==> src/rtl/logbar_pkg.sv <==
package logbar_pkg;

    localparam int LB_WORD_BITS   = 16;
    localparam int LB_SAMPLE_BITS = 12;

    typedef enum logic [1:0] {
        LB_OP_IDLE  = 2'd0,
        LB_OP_SHIFT = 2'd1,
        LB_OP_LATCH = 2'd2
    } lb_op_e;

    // Latch beats shift when both strobes are active.
    function automatic lb_op_e lb_decode(input logic shift_en, input logic latch_n);
        if (!latch_n)
            return LB_OP_LATCH;
        else if (shift_en)
            return LB_OP_SHIFT;
        else
            return LB_OP_IDLE;
    endfunction

endpackage

==> src/rtl/logbar_shifter.sv <==
module logbar_shifter
    import logbar_pkg::*;
#(
    parameter int WORD_BITS = LB_WORD_BITS
) (
    input  logic                 clk,
    input  logic                 rst,
    input  logic                 sdata,
    input  logic                 shift_en,
    input  logic                 latch_n,
    output logic [WORD_BITS-1:0] shift_word,
    output logic                 sticky
);

    typedef struct packed {
        logic [WORD_BITS-1:0] shreg;
        logic                 flag;
    } sh_state_t;

    sh_state_t st_d, st_q;
    lb_op_e    op;

    always_comb begin
        op   = lb_decode(shift_en, latch_n);
        st_d = st_q;
        unique case (op)
            LB_OP_LATCH: begin
                st_d.shreg = '0;
                st_d.flag  = 1'b0;
            end
            LB_OP_SHIFT: begin
                st_d.shreg = {st_q.shreg[WORD_BITS-2:0], sdata | st_q.flag};
                st_d.flag  = st_q.flag | sdata;
            end
            default: st_d = st_q;
        endcase
    end

    always_ff @(posedge clk) begin
        if (rst)
            st_q <= '0;
        else
            st_q <= st_d;
    end

    assign shift_word = st_q.shreg;
    assign sticky     = st_q.flag;

    // once the flag is set, every shifted bit enters as 1
    a_r2_sticky_forces_one: assert property (@(posedge clk) disable iff (rst)
        (st_q.flag && shift_en && latch_n) |=> st_q.shreg[0]);

    // latch clears the flag
    a_r6_latch_clears_flag: assert property (@(posedge clk) disable iff (rst)
        (!latch_n) |=> (!st_q.flag && st_q.shreg == '0));

    // no shift strobe, no latch -> state frozen
    a_r9_idle_frozen: assert property (@(posedge clk) disable iff (rst)
        (!shift_en && latch_n) |=> $stable(st_q));

endmodule

==> src/rtl/logbar_latch.sv <==
module logbar_latch
    import logbar_pkg::*;
#(
    parameter int WORD_BITS   = LB_WORD_BITS,
    parameter int SAMPLE_BITS = LB_SAMPLE_BITS
) (
    input  logic                   clk,
    input  logic                   rst,
    input  logic                   latch_n,
    input  logic [WORD_BITS-1:0]   shift_word,
    output logic [SAMPLE_BITS-1:0] bar_q
);

    logic [SAMPLE_BITS-1:0] bar_d;

    always_comb begin
        bar_d = bar_q;
        if (!latch_n)
            bar_d = shift_word[SAMPLE_BITS-1:0];
    end

    always_ff @(posedge clk) begin
        if (rst)
            bar_q <= '0;
        else
            bar_q <= bar_d;
    end

    // display only moves on a latch strobe
    a_r5_hold_between_latches: assert property (@(posedge clk) disable iff (rst)
        latch_n |=> $stable(bar_q));

    // the bar is always a contiguous run of ones from bit 0
    a_r2_thermometer_shape: assert property (@(posedge clk) disable iff (rst)
        ((bar_q & (bar_q + SAMPLE_BITS'(1))) == '0));

endmodule

==> src/rtl/logbar_count.sv <==
module logbar_count
    import logbar_pkg::*;
#(
    parameter int SAMPLE_BITS = LB_SAMPLE_BITS,
    localparam int CNT_W      = $clog2(SAMPLE_BITS + 1)
) (
    input  logic                   clk,
    input  logic                   rst,
    input  logic [SAMPLE_BITS-1:0] bar_q,
    output logic [CNT_W-1:0]       count
);

    always_comb begin
        count = '0;
        for (int i = 0; i < SAMPLE_BITS; i++)
            count = count + CNT_W'(bar_q[i]);
    end

    // count bounded and consistent with the end segments
    a_r7_count_range: assert property (@(posedge clk) disable iff (rst)
        (count <= CNT_W'(SAMPLE_BITS)));
    a_r7_top_full: assert property (@(posedge clk) disable iff (rst)
        bar_q[SAMPLE_BITS-1] |-> (count == CNT_W'(SAMPLE_BITS)));
    a_r3_empty_zero: assert property (@(posedge clk) disable iff (rst)
        (!bar_q[0]) |-> (count == '0));

endmodule

==> src/rtl/logbar_capture.sv <==
module logbar_capture
    import logbar_pkg::*;
#(
    parameter int WORD_BITS    = LB_WORD_BITS,
    parameter int SAMPLE_BITS  = LB_SAMPLE_BITS,
    localparam int CNT_W       = $clog2(SAMPLE_BITS + 1)
) (
    input  logic                   clk,
    input  logic                   rst,
    input  logic                   sdata,
    input  logic                   shift_en,
    input  logic                   latch_n,
    output logic [SAMPLE_BITS-1:0] bar,
    output logic [CNT_W-1:0]       lit_count
);

    logic [WORD_BITS-1:0] shift_word;
    logic                 sticky;

    logbar_shifter #(.WORD_BITS(WORD_BITS)) u_shift (
        .clk        (clk),
        .rst        (rst),
        .sdata      (sdata),
        .shift_en   (shift_en),
        .latch_n    (latch_n),
        .shift_word (shift_word),
        .sticky     (sticky)
    );

    logbar_latch #(.WORD_BITS(WORD_BITS), .SAMPLE_BITS(SAMPLE_BITS)) u_latch (
        .clk        (clk),
        .rst        (rst),
        .latch_n    (latch_n),
        .shift_word (shift_word),
        .bar_q      (bar)
    );

    logbar_count #(.SAMPLE_BITS(SAMPLE_BITS)) u_count (
        .clk   (clk),
        .rst   (rst),
        .bar_q (bar),
        .count (lit_count)
    );

    // reset leaves an empty display
    a_r1_reset_clears: assert property (@(posedge clk)
        rst |=> (bar == '0 && !sticky));

    // a set flag at latch time means the whole low field was forced
    a_r8_sticky_low_bit: assert property (@(posedge clk) disable iff (rst)
        (sticky && latch_n) |-> shift_word[0]);

endmodule

==> config.mk <==
export PLATFORM = sky130hd
export DESIGN_NAME = logbar_capture
export DESIGN_NICKNAME = d
export VERILOG_FILES = /design/src/rtl/logbar_pkg.sv /design/src/rtl/logbar_shifter.sv /design/src/rtl/logbar_latch.sv /design/src/rtl/logbar_count.sv /design/src/rtl/logbar_capture.sv
export SDC_FILE = /design/constraint.sdc
export NUM_CORES = 1
export LEC_CHECK = 0
export BUFFER_PORTS_ARGS = -buffer_cell sky130_fd_sc_hd__buf_2
export CAP_MARGIN = 20
export CORE_MARGIN = 3
export CORE_UTILIZATION = 53
export CTS_CLUSTER_DIAMETER = 50
export DETAILED_ROUTE_END_ITERATION = 8
export PLACE_DENSITY = 0.77
export SYNTH_ARGS = -nofsm -noshare
export SYNTH_HDL_FRONTEND = slang
export SYNTH_SLANG_ARGS = --single-unit
export TNS_END_PERCENT = 1
==> constraint.sdc <==
create_clock -name clk -period 3.6 [get_ports clk]
set_input_delay 0.18 -clock clk [delete_from_list [all_inputs] [get_ports clk]]
set_output_delay 0.18 -clock clk [all_outputs]
set_load 0.005 [all_outputs]
==> reports/results.ini <==
[sta]
worstMarginPinSlew_ns=0.449
maxSlewViolCount=0
peak_clock_frequency_supported_by_timing_mhz=278
final-setup-viol-count=0
grt_setup_unrepaired=true
hold_viol=0
max-slew-margin-rel_pct=70.1
setup_total_negative_slack_ns=0
finalWorstSetupSlack_ns=0.00754
fin_worst_skew_ns=0.00784
finalCriticalPeriod_ns=3.59
final.period_utilization_pct=99.8

[layout]
final-seq-area_um2=483
multi_input_comb_area_um2=562
area_growth_pct=16.5
fin_area_um2=1290
most-common-layout-cells=sky130_fd_sc_hd__nor2_1, sky130_fd_sc_hd__mux2i_1, sky130_fd_sc_hd__dfxtp_1, sky130_fd_sc_hd__buf_2, sky130_fd_sc_hd__inv_1
total_inserted_antenna_cells=0
most_common_cell_after_layout_fill_and_taps_aside=sky130_fd_sc_hd__nor2_1
fillerInstances=144
share_of_layout_cells_above_drive_strength_1_pct=26.2
final_net_count=147

[yosys]
synth.lib_cells_used.distinct=15
synth-seq-area-share_pct=43.3
synth-warning-count=0
post_synth_instance_area_um2=1110
synth_seq_cells=24
syn_nets=123
synthesis.area_per_instance_um2=10.4
syn-instance-count=107

[worst_setup_path]
worst_setup_path_category=register to output port
setup.worst_path.end_class=output port
timing.critical_path.required_ns=3.42
worstPathArrival_ns=3.41
crit_path_start_kind=register
cp_max_fo=2

[status]
status=complete, no violations

[die]
starting_utilization_of_the_core_area_pct=60.3
io_pins=21
core_area_um2=1840
number_of_core_rows=15
die_height_um=51.7
die_x_um=51.7
floorplan_die_area_um2=2680

[detailed_routing]
route.met2.wl_um=927
drtIter0Drc=6
route.antenna.remaining_nets=0
met1_length_um=903
first_pass_iters=4
routed.top_layer=met4
drc=0
wirelength_mm=1.95
detail_route.vias_per_cell=5.06
post_drt_wl_per_cell_um=12.6
dr_total_vias=784
wl_met3_um=77

[grt]
grt_pass1_vias=754
grt_antenna_before_repair=0
globalRoute.totalOverflow=0
grt_use_total_pct=17.1
first_pass_grt_wire_length_mm=3.33
grt_max_degree=14

[pwr]
power.ir.vdd_worst_uv=264
fin_total_pwr_w=0.000427
total_power_density_per_cell_area_nw_per_um2=331
leakage_nw=0.639

[worst_hold_path]
worst_hold_path_type=primary input to register

[placement]
dp_worst_setup_slack_ns=0.140
io_buffer_count=20
place.gp.congestion=0.765
placed_cell_area_um2=1210
dp.final_hpwl_mm=1.48

[cts]
tritoncts=yes
clk_root_buffer_cell=sky130_fd_sc_hd__clkbuf_4
cts.path.max_buffers=2
cts_max_level=1
cts.sinks=24
clkSlewWorstSetupHoldPaths_ns=0.13
clock_insertion_delay_worst_skew_ns=0.31
clock_buffers_created_by_tritoncts=3

[job]
maxCapViolCount=0

[final cells by class]
class,instances,area share (%)
multi-input cells,64,43.5
flip-flops and latches,24,37.4
repair buffers,23,9.50
inverters,15,4.36
clock buffers,4,2.81
well taps,25,2.42
[per-stage QoR]
stage	util, %	instances	hold slack, ns
6_report	70.2	155	0.0923
2_1_floorplan	-	107	0.252
3_5_place_dp	65.9	148	0.417
3_3_place_gp	65.9	148	0.411
5_1_grt	70.2	155	0.135
4_1_cts	69.8	154	0.0847
[worst max-delay path, stage by stage, from the launching register on]
cell	delay, ns
sky130_fd_sc_hd__dfxtp_2	0.36
sky130_fd_sc_hd__ha_4	0.26
sky130_fd_sc_hd__inv_2	0.03
sky130_fd_sc_hd__fa_1	0.49
sky130_fd_sc_hd__fa_1	0.42
sky130_fd_sc_hd__fa_1	0.50
sky130_fd_sc_hd__inv_2	0.04
sky130_fd_sc_hd__fa_2	0.37
sky130_fd_sc_hd__fa_2	0.35
sky130_fd_sc_hd__xor2_1	0.15
sky130_fd_sc_hd__buf_2	0.13
[power breakdown]
group          total (W)  internal [W]  switching [W]
Combinational  0.0000215    0.00000865      0.0000128
Sequential      0.000267      0.000266    0.000000825
Clock           0.000138     0.0000617      0.0000766
Total           0.000427      0.000337      0.0000902
[repair_timing]
item	4_1_cts	5_1_grt
buffers inserted	2	1
endpoints found under the setup margin	2	2
pin swaps	2	3
hold buffers	0	0
gates cloned	0	0
gates resized for setup	6	1
[cell usage after synthesis (all sizes together)]
| cell type | number | area [um2] |
|---|---|---|
| nand2b | 1 | 6.26 |
| nor2 | 24 | 90.1 |
| mux2i | 23 | 230 |
| ha | 4 | 50.1 |
| a21oi | 2 | 10.0 |
| nand2 | 1 | 3.75 |
| buf | 3 | 23.8 |
| xor2 | 1 | 8.76 |
| nand3 | 1 | 5.00 |
| inv | 15 | 56.3 |
| fa | 7 | 140 |
| dfxtp | 24 | 480 |
| clkbuf | 1 | 3.75 |
[metal layers]
metal	GRT usage, %	vias to the layer above
met4	7.86	0
met1	20.5	378
met5	0	-
li1	-	385
met2	29.4	17
met3	3.44	4
[registers in the layout (all words and copies together), names as in the netlist]
name / cells
u_shift.shift_word: 12
u_latch.bar_q: 12
[final timing paths]
path | start | to | slack [ns] | cells after the start
worst min-delay path | sdata | u_shift.shift_word[0] | 0.09 | 3
worst min register to register | u_shift.shift_word[11] | u_shift.shift_word[11] | 0.52 | 2
worst max register to register | u_latch.bar_q[1] | u_latch.bar_q[1] | 2.81 | 3
worst max-delay path | u_latch.bar_q[1] | lit_count[2] | 0.008 | 10
[cell families (layout without fill, tap and decap cells)]
kind of cell,Yosys count,count (layout),share of synthesized area (%)
simple gates,27,27,9.48
flops,24,24,43.3
xor+xnor,1,1,0.790
compound gates,2,2,0.903
fa+ha+maj,11,11,17.2
buf+inv,19,42,7.56
mux,23,23,20.8
No activity file was read; power rests on OpenSTA's default activity.
